===== config.mk =====
export PLATFORM = sky130hd
export DESIGN_NAME = gpio_port
export DESIGN_NICKNAME = d
export VERILOG_FILES = /design/src/rtl/gpio_pkg.sv /design/src/rtl/gpio_regs.sv /design/src/rtl/gpio_pad_drv.sv /design/src/rtl/gpio_in_sync.sv /design/src/rtl/gpio_port.sv
export SDC_FILE = /design/constraint.sdc
export NUM_CORES = 1
export LEC_CHECK = 0
export ABC_AREA = 1
export CAP_MARGIN = 15
export CORE_ASPECT_RATIO = 1.75
export CORE_MARGIN = 1
export CORE_UTILIZATION = 44
export CTS_CLUSTER_SIZE = 12
export DETAILED_ROUTE_END_ITERATION = 8
export PLACE_DENSITY_LB_ADDON = 0.08
export SYNTH_ARGS = -nofsm -noshare
export SYNTH_HDL_FRONTEND = slang
export SYNTH_HIERARCHICAL = 1
export SYNTH_SLANG_ARGS = --single-unit

===== constraint.sdc =====
create_clock -name clk -period 1 [get_ports clk]
set_input_delay 0.2 -clock clk [delete_from_list [all_inputs] [get_ports clk]]
set_output_delay 0.2 -clock clk [all_outputs]
set_load 0.02 [all_outputs]

===== src/rtl/gpio_pkg.sv =====
// Package: shared register address map for the GPIO port controller.
// Assumes: a 3-bit register address; unused codes decode to "none".
package gpio_pkg;

    localparam int unsigned GPIO_ADDR_W = 3;

    typedef enum logic [GPIO_ADDR_W-1:0] {
        GREG_PORT   = 3'd0,
        GREG_LATCH  = 3'd1,
        GREG_DIR    = 3'd2,
        GREG_ODRAIN = 3'd3,
        GREG_ANSEL  = 3'd4
    } gpio_reg_e;

endpackage


===== src/rtl/gpio_regs.sv =====
// Module: per-pin configuration registers (latch, direction, open-drain,
// analog select) loaded from the write bus.
// Assumes: synchronous active-low reset; ANA_MASK marks the pins that can
// be analog, and analog bits outside it are held at zero.
module gpio_regs
    import gpio_pkg::*;
#(
    parameter int unsigned            N_PINS   = 8,
    parameter logic [N_PINS-1:0]      ANA_MASK = '1
) (
    input  logic                    clk,
    input  logic                    rst_n,
    input  logic                    wr,
    input  logic [GPIO_ADDR_W-1:0]  addr,
    input  logic [N_PINS-1:0]       wdata,
    output logic [N_PINS-1:0]       lat_q,
    output logic [N_PINS-1:0]       dir_q,
    output logic [N_PINS-1:0]       od_q,
    output logic [N_PINS-1:0]       ana_q
);

    gpio_reg_e sel;

    // Decode the bus address into a register selector.
    always_comb begin
        sel = gpio_reg_e'(addr);
    end

    // Reset to the defaults, or load the addressed register on a write.
    always_ff @(posedge clk) begin
        if (!rst_n) begin
            lat_q <= '0;
            dir_q <= '1;
            od_q  <= '0;
            ana_q <= ANA_MASK;
        end else if (wr) begin
            case (sel)
                GREG_PORT,
                GREG_LATCH:  lat_q <= wdata;
                GREG_DIR:    dir_q <= wdata;
                GREG_ODRAIN: od_q  <= wdata;
                GREG_ANSEL:  ana_q <= wdata & ANA_MASK;
                default: ;
            endcase
        end
    end

    // a direction write is seen on the next cycle.
    p_dir_load_r2: assert property (@(posedge clk) disable iff (!rst_n)
        (wr && addr == GREG_DIR) |=> (dir_q == $past(wdata)));

    // without a write, or with an unmapped address, nothing changes.
    p_hold_r9: assert property (@(posedge clk) disable iff (!rst_n)
        (!wr || addr > GREG_ANSEL) |=>
            ($stable(lat_q) && $stable(dir_q) && $stable(od_q) && $stable(ana_q)));

    // analog bits outside the capable set are never set.
    p_ana_cap_r6: assert property (@(posedge clk) disable iff (!rst_n)
        (ana_q & ~ANA_MASK) == '0);

endmodule


===== src/rtl/gpio_pad_drv.sv =====
// Module: per-pin pad driver; turns latch, direction and open-drain bits
// into pad output-enable and output data.
// Assumes: direction 1 = input; open-drain pins only ever drive low.
module gpio_pad_drv #(
    parameter int unsigned N_PINS = 8
) (
    input  logic              clk,
    input  logic              rst_n,
    input  logic [N_PINS-1:0] lat,
    input  logic [N_PINS-1:0] dir,
    input  logic [N_PINS-1:0] od,
    output logic [N_PINS-1:0] oe,
    output logic [N_PINS-1:0] dout
);

    for (genvar i = 0; i < N_PINS; i++) begin : g_pin
        // Drive enable: outputs drive unless open-drain with latch high.
        always_comb begin
            oe[i]   = !dir[i] && (!od[i] || !lat[i]);
            dout[i] = lat[i] && !od[i];
        end
    end

    // an input pin never drives its pad.
    p_input_quiet_r3: assert property (@(posedge clk) disable iff (!rst_n)
        (oe & dir) == '0);

    // an open-drain pin never drives a high level.
    p_od_low_only_r4: assert property (@(posedge clk) disable iff (!rst_n)
        (oe & od & dout) == '0);

endmodule


===== src/rtl/gpio_in_sync.sv =====
// Module: input sampling chain of STAGES registers per pin.
// Assumes: STAGES >= 1; each stage resets to zero.
module gpio_in_sync #(
    parameter int unsigned N_PINS = 8,
    parameter int unsigned STAGES = 1
) (
    input  logic              clk,
    input  logic              rst_n,
    input  logic [N_PINS-1:0] d,
    output logic [N_PINS-1:0] q
);

    logic [N_PINS-1:0] stg [STAGES];

    for (genvar s = 0; s < STAGES; s++) begin : g_stage
        if (s == 0) begin : g_first
            // First stage samples the pad levels.
            always_ff @(posedge clk) begin
                if (!rst_n) stg[0] <= '0;
                else        stg[0] <= d;
            end
        end else begin : g_next
            // Later stages shift the previous stage on.
            always_ff @(posedge clk) begin
                if (!rst_n) stg[s] <= '0;
                else        stg[s] <= stg[s-1];
            end
        end
    end

    assign q = stg[STAGES-1];

    // the first stage holds the pad levels from the previous edge.
    p_sample_r8: assert property (@(posedge clk) disable iff (!rst_n)
        $past(rst_n) |-> (stg[0] == $past(d)));

endmodule


===== src/rtl/gpio_port.sv =====
// Module: GPIO port controller top. Holds the per-pin registers, drives
// the pads, samples the pad inputs and returns register or port reads.
// Assumes: read data is combinational from bus_addr; the lowest
// ANALOG_PINS pins can be analog and are analog after reset.
module gpio_port
    import gpio_pkg::*;
#(
    parameter int unsigned N_PINS      = 8,
    parameter int          ANALOG_PINS = 6,
    parameter int unsigned SYNC_STAGES = 1
) (
    input  logic                   clk,
    input  logic                   rst_n,
    input  logic                   bus_wr,
    input  logic [2:0]             bus_addr,
    input  logic [N_PINS-1:0]      bus_wdata,
    output logic [N_PINS-1:0]      bus_rdata,
    input  logic [N_PINS-1:0]      pad_in,
    output logic [N_PINS-1:0]      pad_oe,
    output logic [N_PINS-1:0]      pad_out
);

    // Build the analog-capable pin mask from the pin count.
    function automatic logic [N_PINS-1:0] cap_mask();
        logic [N_PINS-1:0] m;
        m = '0;
        for (int i = 0; i < int'(N_PINS); i++) begin
            m[i] = (i < ANALOG_PINS);
        end
        return m;
    endfunction

    localparam logic [N_PINS-1:0] ANA_MASK = cap_mask();

    logic [N_PINS-1:0] lat_q, dir_q, od_q, ana_q, pin_q;

    gpio_regs #(
        .N_PINS   (N_PINS),
        .ANA_MASK (ANA_MASK)
    ) u_regs (
        .clk   (clk),
        .rst_n (rst_n),
        .wr    (bus_wr),
        .addr  (bus_addr),
        .wdata (bus_wdata),
        .lat_q (lat_q),
        .dir_q (dir_q),
        .od_q  (od_q),
        .ana_q (ana_q)
    );

    gpio_pad_drv #(
        .N_PINS (N_PINS)
    ) u_drv (
        .clk   (clk),
        .rst_n (rst_n),
        .lat   (lat_q),
        .dir   (dir_q),
        .od    (od_q),
        .oe    (pad_oe),
        .dout  (pad_out)
    );

    gpio_in_sync #(
        .N_PINS (N_PINS),
        .STAGES (SYNC_STAGES)
    ) u_sync (
        .clk   (clk),
        .rst_n (rst_n),
        .d     (pad_in),
        .q     (pin_q)
    );

    // Read mux: the port value hides analog pins; unmapped addresses read 0.
    always_comb begin
        case (gpio_reg_e'(bus_addr))
            GREG_PORT:   bus_rdata = pin_q & ~ana_q;
            GREG_LATCH:  bus_rdata = lat_q;
            GREG_DIR:    bus_rdata = dir_q;
            GREG_ODRAIN: bus_rdata = od_q;
            GREG_ANSEL:  bus_rdata = ana_q;
            default:     bus_rdata = '0;
        endcase
    end

    // a port read never shows a high level on an analog pin.
    p_analog_zero_r5: assert property (@(posedge clk) disable iff (!rst_n)
        (bus_addr == GREG_PORT) |-> ((bus_rdata & ana_q) == '0));

    // unmapped addresses read zero.
    p_unmapped_zero_r9: assert property (@(posedge clk) disable iff (!rst_n)
        (bus_addr > GREG_ANSEL) |-> (bus_rdata == '0));

endmodule


* After elaboration in Yosys (flattened, before gate mapping)
Memory sizes are Yosys's and may differ from the RTL's.
Index checks and enable logic that the tools add are counted.
** Storage, ports and cells
- Bits in read-only memories :: 0
- Memories :: 1
- Bits in writable memories :: 8
- Output and inout port bits :: 24
- Bits of input ports :: 22
- Logic and storage cells :: 71
- Register bits after elaboration :: 30
- Bits in latches :: 0
** Memories
- u_sync.stg :: depth 1, width 8, read ports 1, clocked after memory_dff 0, write ports 1, line gpio_in_sync.sv:13 : logic [N_PINS-1:0] stg [STAGES];
** Operators by class
- Eq/ne operators :: 4
- Bitwise operators :: 2
- Multiply operators :: 0
- Shift operators :: 0
- Order comparisons :: 0
- Divide/modulo/power cells :: 0
- Reduce and logical (&&, ||, !) cells :: 55
- $add $sub $neg :: 0
- Muxes and demuxes :: 5
** Operators with widths (number)
- $pmux 8 s5 :: 1
- $logic_not 1->1 :: 24
- $logic_and 1x1->1 :: 16
- $and 8x8->8 :: 1
- $logic_or 1x1->1 :: 8
- $mux 8 :: 1
- $not 6->8 :: 1
- $reduce_and 2->1 :: 4
- $reduce_or 8->1 :: 1
- $eq 3x2->1 const B :: 2
- $eq 3x1->1 const B :: 1
- $eq 3x3->1 const B :: 1
- $logic_not 3->1 :: 1
- $mux 1 :: 3
- $reduce_or 2->1 :: 1

* Longest topological paths before layout
Gate-level depths: netlist of run 1.
- Word-level depth :: 3
- Mapped depth :: 7
- Depth with buffers taken out :: 5

* Cells and area by module
The synthesis of run 1 kept the hierarchy.
** By module, submodules not included
- gpio_regs :: sequential area each 600.6 um^2, times used 1, cells an instance 175, area each 1311.3 um^2
- gpio_port :: sequential area each 0.0 um^2, times used 1, cells an instance 103, area each 524.3 um^2
- gpio_in_sync :: sequential area each 160.2 um^2, times used 1, cells an instance 25, area each 225.2 um^2
- gpio_pad_drv :: sequential area each 0.0 um^2, times used 1, cells an instance 24, area each 120.1 um^2

* Worst setup path after synthesis of run 1
Ideal clock, no wire load.
- Kind :: input -> output
- Start point :: in bus_addr[2]
- End point :: out bus_rdata[2]
- Stages :: 6
- Slack :: -65 ps
- Required time :: 800 ps
- Path buffers :: 1
- Arrival :: 865 ps
- Cell sequence :: buf_6 -> nor2_8 -> nand2_4 -> o21ai_2 -> inv_1 -> nand2_1
** Between the ends
- Cells in the longest elaborated chain, start to end :: 2
- Elaborated cells on any way between the ends :: 6
- Those cells by class :: eq/ne (4); mux (1); reduce/logical (1)
** Ends and longest elaborated chain
- start, declared :: line gpio_port.sv:15 : input logic [2:0] bus_addr,
- $eq 3x3->1, or another cell as far along :: line gpio_port.sv:76 : case (gpio_reg_e'(bus_addr))
- $pmux 8 s5 (*) :: line gpio_port.sv:76
- end, declared :: line gpio_port.sv:17 : output logic [N_PINS-1:0] bus_rdata,
Mark *: on every way between the ends. The rest lies on a longest branch, timed or not.

* Final worst setup path of run 1
- Start point :: reg u_regs.od_q[1]
- End point :: out bus_rdata[1]
** Between the ends
- Cells in the longest elaborated chain, start to end :: 1
** Ends and longest elaborated chain
- start, declared :: line gpio_regs.sv:18 : output logic [N_PINS-1:0] od_q,
- start signal, assigned :: line gpio_regs.sv:41 : GREG_ODRAIN: od_q <= wdata;
- $pmux 8 s5 :: line gpio_port.sv:76
No other way between the ends.

==> results.sh, run 1 <==
export IMPL_cp_end_kind="primary output"
export IMPL_startpoint="u_regs/od_q[1]$_SDFFE_PN0P_"
export IMPL_antenna_found_initial=0
export IMPL_hpwl_um=4040
export IMPL_placementRows=33
export IMPL_diodes=0
export IMPL_yosysWarnings=6
export IMPL_dr_wl_met3_um=326
export IMPL_r2r_end="u_regs/lat_q[5]$_SDFFE_PN0P_"
export IMPL_maxCapViolCount=0
export IMPL_grt_pass1_vias=2223
export IMPL_cts_tree="built"
export IMPL_setup_viol=25
export IMPL_layout_min_cycle_time_ns=1.38
export IMPL_r2r_start="u_regs/lat_q[5]$_SDFFE_PN0P_"
export IMPL_drtIter0Drc=108
export IMPL_fin_ws_ns=-0.379
export IMPL_critPathRequiredTime_ns=0.80
export IMPL_syn_to_final_growth_pct=66.2
export IMPL_ys_types=20
export IMPL_finalHoldViolCount=0
export IMPL_syn_area_per_cell_um2=6.67
export IMPL_netlist_instances=327
export IMPL_leakage_nw=1.75
export IMPL_htree_levels=2
export IMPL_drt_wl_total_um=6860
export IMPL_vdd_drop_max_mv=1.15
export IMPL_synth_top_area_cell="dfxtp_1"
export IMPL_path_class="reg2out"
export IMPL_p_total_mw=4.01
export IMPL_io_buffer_count=45
export IMPL_cts_buffers_inserted=5
export IMPL_cts_hold_buf=0
export IMPL_grt_max_degree=28
export IMPL_dr_wl_met2_um=3690
export IMPL_slew_viol_final=0
export IMPL_path_clk_slew_ns=0.08
export IMPL_wl_per_cell_um=14.4
export IMPL_place_ws_ns=-1.15
export IMPL_clock_path_buffers=2
export IMPL_nFillCells=329
export IMPL_grt_setup_unrepaired="yes"
export IMPL_syn_area_um2=2180
export IMPL_insertion_delay_ns=0.30
export IMPL_coreArea_um2=4710
export IMPL_path_max_fanout=3
export IMPL_grt_use_total=0.255
export IMPL_ant_nets=0
export IMPL_vias=2472
export IMPL_skew_ns=0
export IMPL_die_h_um=95.1
export IMPL_finalCritPeriodShare=1.38
export IMPL_synth_area_leaders="dfxtp_1 35%, nand2_1 13%, nand3_1 10%"
export IMPL_grt_pass1_wl_um=10600
export IMPL_outcome="finished with violations"
export IMPL_clock_sinks=38
export IMPL_viasPerCell=5.17
export IMPL_drive_gt1_frac=0.474
export IMPL_initial_core_util=0.463
export IMPL_io_pins=46
export IMPL_drc_errors=0
export IMPL_min_delay_worst_endpoint="u_sync/stg[0][5]$_SDFF_PN0_"
export IMPL_dr_max_layer_used="met4"
export IMPL_final_util=0.770
export IMPL_firstDrtPassIters=4
export IMPL_seq_area_frac_synth=0.349
export IMPL_max_freq_mhz=725
export IMPL_place_congestion=0.861
export IMPL_die_w_um=55.2
export IMPL_cts_root_buf="clkbuf_8"
export IMPL_fin_nets=447
export IMPL_dieArea_um2=5250
export IMPL_overflow=0
export IMPL_violations="negative setup slack"
export IMPL_hold_path_class="in2reg"
export IMPL_stdcell_count=478
export IMPL_route_layer_met1_wl_um=2710
export IMPL_r2r_setup_slack_ns=0.13
export IMPL_startpoint_type="flip-flop"
export IMPL_min_path_cells=3
export IMPL_rr_worst_depth=6
export IMPL_synth_top_area_frac=0.349
export IMPL_dp_cells=443
export IMPL_hold_start="pad_in[5]"
export IMPL_critPathArrivalTime_ns=1.18
export IMPL_ys_ff_latch=38
export IMPL_p_per_area_nw_per_um2=1110
[placed cells by master (no fill, tap or decap)]
cell type        netlist  routed
dlygate4sd2_1          0       1
buf_4                  5      35
nand2_8                0       1
inv_2                  2      10
nor2_8                 2       2
dfxtp_4                0      11
buf_12                 0       4
nand4_1               19      19
nand2_1               75      56
nand3_1               45      37
a21oi_2                0       6
nor2_4                 4       9
conb_1                 1       2
nand3_4                1       3
nand2_4                2       1
nand2_2                0      19
dfxtp_1               38      12
o21ai_2                3       3
dfxtp_2                0      15
nor2_2                 8      12
buf_8                  0       2
nand3_2                0       7
a21oi_4                0       4
inv_4                  2       3
inv_6                  0       1
nor2_1                52      44
buf_16                 0       1
bufbuf_16              0       1
inv_1                 47      36
clkdlybuf4s50_1        0      17
clkbuf_8               0       5
bufinv_16              0       1
buf_6                  9      43
clkinvlp_4             0       3
[layer usage]
layer,up-vias,global-route usage
met5,-,0
met3,13,0.0393
met1,1157,0.296
met2,77,0.466
li1,1225,-
met4,0,0.0979
[timing repair]
item	in CTS	in global routing
setup endpoints to repair	54	49
resized for setup	218	64
pin swaps	49	33
buffers inserted	11	13
gates cloned	3	1
[registers in the layout, summed over array words and instances (netlist names)]
register	flops
u_regs/dir_q	8
u_regs/lat_q	8
u_regs/od_q	8
u_sync/stg	8
u_regs/ana_q	6
[worst max path at each step]
stage | depth (start not counted) | slack, ns | end
global route | 5 | -0.41 | bus_rdata[3]
CTS | 5 | -0.30 | bus_rdata[2]
global placement | 8 | -1.11 | bus_rdata[6]
floorplan | 6 | -0.02 | bus_rdata[2]
detailed placement | 8 | -1.15 | bus_rdata[4]
finish | 5 | -0.38 | bus_rdata[1]
[worst max-delay path: stages (launching register included)]
cell,delay (ns)
dfxtp_4,0.36
nand4_1,0.12
nand2_1,0.09
nor2_2,0.13
nand2_2,0.06
buf_6,0.12
[cell usage after synthesis (all sizes together)]
cell / count
nand4: 19
inv: 51
o21ai: 3
dfxtp: 38
clkbuf: 1
a21oi: 10
buf: 15
nand3: 46
nand2: 77
conb: 1
nor2: 66
[kinds of logic after synthesis]
| group | count (synthesis) | synth area share |
|---|---|---|
| AO/OA/AOI/OAI | 13 | 0.0350 |
| other | 1 | 0.00172 |
| buffers and inverters | 67 | 0.158 |
| AND/OR/NAND/NOR | 208 | 0.457 |
| flip-flops | 38 | 0.349 |
[report_power, final]
group / switching [mW] / internal [mW]
Combinational: 0.526 / 0.511
Clock: 0.598 / 0.742
Sequential: 0.0614 / 1.57
Total: 1.19 / 2.82
[stage by stage]
| step | hold WS [ns] | setup TNS (ns) | cell area, um^2 |
|---|---|---|---|
| after floorplan | 0.293 | -0.0962 | 2220 |
| after global placement | 0.444 | -34.03 | 2870 |
| after detailed placement | 0.449 | -34.66 | 2870 |
| after CTS | 0.430 | -5.35 | 3300 |
| after global routing | 0.451 | -6.80 | 3620 |
| final | 0.427 | -5.72 | 3620 |
[cell type report]
class	count	area, um^2	share of cell area
Multi-Input combinational cell	225	1320	0.364
Sequential cell	38	821	0.227
Inverter	51	208	0.0573
Timing Repair Buffer	104	1100	0.302
Tap cell	52	65.1	0.0180
Clock inverter	3	45.0	0.0124
Clock buffer	5	68.8	0.0190
No activity file was read; power rests on OpenSTA's default activity.
==> inputs of run 2 (changes only) <==
PLACE_DENSITY = 0.73   (was default)
PLACE_DENSITY_LB_ADDON = default   (was 0.08)
==> results.sh, run 2 (synthesis results as in run 1) <==
export IMPL_outcome="finished with violations"
export IMPL_violations="negative setup slack"
export IMPL_finalHoldViolCount=0
export IMPL_regArea_um2=818
export IMPL_wl_per_cell_um=15.8
export IMPL_path_clk_slew_ns=0.08
export IMPL_viasPerCell=5.35
export IMPL_clock_path_buffers=2
export IMPL_place_congestion=0.866
export IMPL_setup_viol=32
export IMPL_drtIter0Drc=168
export IMPL_nFillCells=304
export IMPL_grt_setup_unrepaired="yes"
export IMPL_dieArea_um2=5250
export IMPL_finalCritPeriodShare=1.36
export IMPL_dp_cells=441
export IMPL_drive_gt1_frac=0.475
export IMPL_drt_wl_total_um=7430
export IMPL_grt_pass1_vias=2305
export IMPL_die_w_um=55.2
export IMPL_hold_path_class="in2reg"
export IMPL_stdcell_count=471
export IMPL_grt_pass1_wl_um=10600
export IMPL_cp_end_kind="primary output"
export IMPL_coreArea_um2=4710
export IMPL_hpwl_um=4070
export IMPL_cts_root_buf="clkbuf_8"
export IMPL_startpoint_type="flip-flop"
export IMPL_placementRows=33
export IMPL_final_cell_mix="57 x nand2_1, 45 x buf_6, 42 x nor2_1"
export IMPL_syn_to_final_growth_pct=65.7
export IMPL_initial_core_util=0.463
export IMPL_leakage_nw=1.74
export IMPL_final_common_cell="nand2_1"
export IMPL_path_class="reg2out"
export IMPL_grt_max_degree=39
export IMPL_p_per_area_nw_per_um2=1200
export IMPL_ant_nets=0
export IMPL_drc_errors=0
export IMPL_cts_tree="built"
export IMPL_maxCapViolCount=0
export IMPL_fin_nets=440
export IMPL_layout_min_cycle_time_ns=1.36
export IMPL_firstDrtPassIters=4
export IMPL_max_freq_mhz=733
export IMPL_io_buffer_count=45
export IMPL_htree_levels=2
export IMPL_skew_ns=0
export IMPL_cts_buffers_inserted=5
export IMPL_grt_use_total=0.259
export IMPL_die_h_um=95.1
export IMPL_path_max_fanout=3
export IMPL_io_pins=46
export IMPL_overflow=0
export IMPL_insertion_delay_ns=0.30
export IMPL_critPathRequiredTime_ns=0.80
export IMPL_multi_input_area_um2=1330
export IMPL_vias=2520
export IMPL_vdd_drop_max_mv=1.11
export IMPL_fin_ws_ns=-0.364
export IMPL_clock_sinks=38
export IMPL_slew_viol_final=0
export IMPL_critPathArrivalTime_ns=1.16
export IMPL_antenna_found_initial=0
export IMPL_p_total_mw=4.32
export IMPL_diodes=0
## run 2: path summary, 6_finish.rpt
path                                                      to  cells after the start  slack (ns)                          from
worst min-delay path             u_sync/stg[0][0]$_SDFF_PN0_                      3        0.43                     pad_in[0]
worst min register to register  u_regs/ana_q[2]$_SDFFE_PN1P_                      2        0.47  u_regs/ana_q[2]$_SDFFE_PN1P_
worst max register to register  u_regs/lat_q[6]$_SDFFE_PN0P_                      6        0.11  u_regs/lat_q[6]$_SDFFE_PN0P_
worst max-delay path                            bus_rdata[1]                      5       -0.36  u_regs/dir_q[1]$_SDFFE_PN1P_
## run 2: report_power, final
group | total (mW) | switching, mW | internal [mW]
Clock | 1.65 | 0.587 | 1.06
Sequential | 1.63 | 0.0631 | 1.57
Combinational | 1.04 | 0.539 | 0.497
Total | 4.32 | 1.19 | 3.13
## run 2: repair_timing
item	CTS	global route
cloned	4	1
pin swaps	45	24
setup endpoints to repair	54	46
hold buffers	0	0
setup buffers	11	6
gates resized for setup	226	61
## run 2: metrics by stage
stage	area [um^2]	setup TNS (ns)	hold slack, ns	util	setup slack (ns)
final	3610	-6.22	0.434	0.768	-0.364
after global routing	3610	-7.51	0.450	0.768	-0.432
after CTS	3360	-5.30	0.432	0.715	-0.288
after detailed placement	2860	-33.53	0.449	0.608	-1.13
after global placement	2860	-32.82	0.442	0.608	-1.11
after floorplan	2220	-0.0962	0.293	-	-0.0173
## run 2: worst max-delay path: stages, from the launching register on
cell     delay [ns]
dfxtp_2        0.35
nand4_1        0.12
nand2_2        0.07
nor2_2         0.12
nand2_2        0.07
buf_6          0.12
## run 2: layout make-up
type | count | area share
inverters | 51 | 0.0575
multi-input cells | 225 | 0.367
clock inverters | 2 | 0.0166
well taps | 52 | 0.0180
repair buffers | 96 | 0.290
repair inverters | 1 | 0.00173
clock buffers | 6 | 0.0229
flip-flops and latches | 38 | 0.226
## run 2: layer usage
metal | wire (um) | global-route usage | up-vias
li1 | - | - | 1212
met1 | 2880 | 0.296 | 1199
met2 | 3960 | 0.466 | 89
met3 | 371 | 0.0475 | 20
met4 | 218 | 0.117 | 0
met5 | 0 | 0 | -
==> inputs of run 3 (changes only) <==
PLACE_DENSITY = 0.76   (was 0.73)
SYNTH_HIERARCHICAL = default   (was 1)
==> results.sh, run 3 <==
export IMPL_critPathRequiredTime_ns=0.80
export IMPL_grt_max_degree=39
export IMPL_drc_errors=0
export IMPL_drt_wl_total_um=6870
export IMPL_grt_pass1_wl_um=9820
export IMPL_slowest_stage="dfxtp_2"
export IMPL_synth_most_common_cell="nand2_1"
export IMPL_htree_levels=2
export IMPL_ant_nets=0
export IMPL_maxCapViolCount=0
export IMPL_placementRows=30
export IMPL_synth_area_leaders="dfxtp_1 41%, nand2_1 15%, nor2_1 12%"
export IMPL_slew_viol_final=0
export IMPL_place_congestion=0.902
export IMPL_finalHoldViolCount=0
export IMPL_skew_ns=0
export IMPL_grt_setup_unrepaired="yes"
export IMPL_die_w_um=51.0
export IMPL_dr_wl_met3_um=490
export IMPL_drtIter0Drc=125
export IMPL_leakage_nw=1.49
export IMPL_syn_area_per_cell_um2=6.46
export IMPL_insertion_delay_ns=0.29
export IMPL_crit_family="flip-flops"
export IMPL_p_per_area_nw_per_um2=1140
export IMPL_cts_tree="built"
export IMPL_clock_path_buffers=2
export IMPL_synth_edf_count=0
export IMPL_firstDrtPassIters=5
export IMPL_final_common_cell="nand2_1"
export IMPL_fin_nets=396
export IMPL_netlist_instances=286
export IMPL_syn_area_um2=1850
export IMPL_syn_to_final_growth_pct=72.1
export IMPL_io_buffer_count=45
export IMPL_seq_area_frac_synth=0.412
export IMPL_synth_top_area_frac=0.412
export IMPL_initial_core_util=0.469
export IMPL_violations="negative setup slack"
export IMPL_dieArea_um2=4470
export IMPL_ys_ff_latch=38
export IMPL_drive_gt1_frac=0.485
export IMPL_path_clk_slew_ns=0.07
export IMPL_slew_headroom=0.836
export IMPL_synthFlopType="dfxtp_1"
export IMPL_final_cell_mix="60 x nand2_1, 37 x nor2_1, 35 x buf_4"
export IMPL_wl_per_cell_um=16.2
export IMPL_cts_hold_buf=0
export IMPL_antenna_found_initial=0
export IMPL_nFillCells=237
export IMPL_setup_viol=26
export IMPL_yosysWarnings=0
export IMPL_path_max_fanout=2
export IMPL_coreArea_um2=3940
export IMPL_fin_ws_ns=-0.335
export IMPL_overflow=0
export IMPL_hold_path_class="in2reg"
export IMPL_finalCritPeriodShare=1.34
export IMPL_route_layer_met1_wl_um=2490
export IMPL_viasPerCell=5.60
export IMPL_dp_cells=394
export IMPL_slowest_delay_ns=0.33
export IMPL_ys_types=18
export IMPL_vias=2370
export IMPL_vdd_drop_max_mv=0.937
export IMPL_critPathArrivalTime_ns=1.14
export IMPL_io_pins=46
export IMPL_synth_top_area_cell="dfxtp_1"
export IMPL_max_freq_mhz=749
export IMPL_dr_wl_met2_um=3580
export IMPL_synth_nets=308
export IMPL_cp_end_kind="primary output"
export IMPL_path_cells="inv_2 > nand2_2 > o21ai_2 > inv_1 > nand2_2 > buf_6"
export IMPL_crit_top_cell="nand2_2"
export IMPL_cts_buffers_inserted=5
export IMPL_layout_min_cycle_time_ns=1.34
export IMPL_cts_root_buf="clkbuf_8"
export IMPL_startpoint_type="flip-flop"
export IMPL_crit_buf_inv=3
export IMPL_path_class="reg2out"
export IMPL_ys_top_cells_by_count="75 x nand2_1, 58 x nor2_1, 38 x dfxtp_1"
export IMPL_grt_pass1_vias=2177
export IMPL_grt_use_total=0.290
export IMPL_dr_max_layer_used="met4"
export IMPL_tightest_slew_ns=0.245
export IMPL_stdcell_count=423
export IMPL_async_reset_ff_frac=0
export IMPL_tns_ns=-5.05
export IMPL_die_h_um=87.7
export IMPL_diodes=0
export IMPL_outcome="finished with violations"
export IMPL_hpwl_um=3690
export IMPL_clock_sinks=38
export IMPL_p_total_mw=3.61
[run 3: cell count changes after synthesis, moves of 3 or more]
cell and delta:
buf_4 -3, buf_6 -8, clkbuf_1 +3, inv_1 -12, nand3_1 -11, nand4_1 -8, nor2_1 +6, nor2_2 -7
o21ai_0 +10, o21ai_2 -3
[run 3: per-layer routing]
metal / GRT usage / vias up
met2: 0.526 / 135
met5: 0 / -
met4: 0.129 / 0
li1: - / 1077
met1: 0.320 / 1116
met3: 0.0503 / 42
[run 3: cell families (layout without fill, tap and decap cells)]
group                  after synthesis  in the layout  share of synthesized area
and+or+nand+nor                    184            185                      0.436
buffers and inverters               46            134                      0.104
DFF                                 38             38                      0.412
AOI/OAI and AO/OA                   18             18                     0.0488
[run 3: path summary, 6_finish.rpt]
path	slack [ns]	to	cells past startpoint	startpoint
hold reg to reg	0.48	u_regs.ana_q[5]$_SDFFE_PN1P_	2	u_regs.ana_q[5]$_SDFFE_PN1P_
setup / recovery	-0.34	bus_rdata[3]	6	u_regs.ana_q[3]$_SDFFE_PN1P_
setup reg to reg	0.13	u_regs.dir_q[4]$_SDFFE_PN1P_	4	u_regs.dir_q[4]$_SDFFE_PN1P_
hold / removal	0.41	u_regs.lat_q[2]$_SDFFE_PN0P_	4	bus_wr
[run 3: tightest hold or removal path, cell delays in order]
cell and delay, ns:
clkbuf_2 0.17, nand2_8 0.17, o21ai_2 0.06, nor2_1 0.07
[run 3: layout make-up]
| type | instances | area, um^2 | share of cell area |
|---|---|---|---|
| Multi-Input combinational cell | 203 | 1160 | 0.366 |
| Timing Repair Buffer | 90 | 886 | 0.279 |
| Clock buffer | 6 | 82.6 | 0.0260 |
| Inverter | 36 | 154 | 0.0484 |
| Clock inverter | 2 | 12.5 | 0.00394 |
| Tap cell | 48 | 60.1 | 0.0189 |
| Sequential cell | 38 | 820 | 0.258 |
[run 3: repair_timing]
action	4_1_cts	5_1_grt
setup endpoints to repair	54	39
gates cloned	0	1
endpoints found under the hold margin	0	0
resized for setup	219	84
setup buffers	9	11
pin swaps	27	22
[run 3: metrics by stage]
step | setup slack (ns) | hold WS, ns | utilization | instance area [um^2]
after floorplan | -0.0929 | 0.298 | - | 1900
after global routing | -0.421 | 0.434 | 0.806 | 3180
after detailed placement | -1.23 | 0.455 | 0.640 | 2520
after CTS | -0.288 | 0.424 | 0.718 | 2830
after global placement | -1.20 | 0.454 | 0.640 | 2520
final | -0.335 | 0.411 | 0.806 | 3180
[run 3: power breakdown]
group	internal [mW]	leakage (nW)	switching, mW
combinational	0.411	1.13	0.455
sequential	1.57	0.317	0.0660
clock	0.554	0.0472	0.557
total	2.54	1.49	1.08
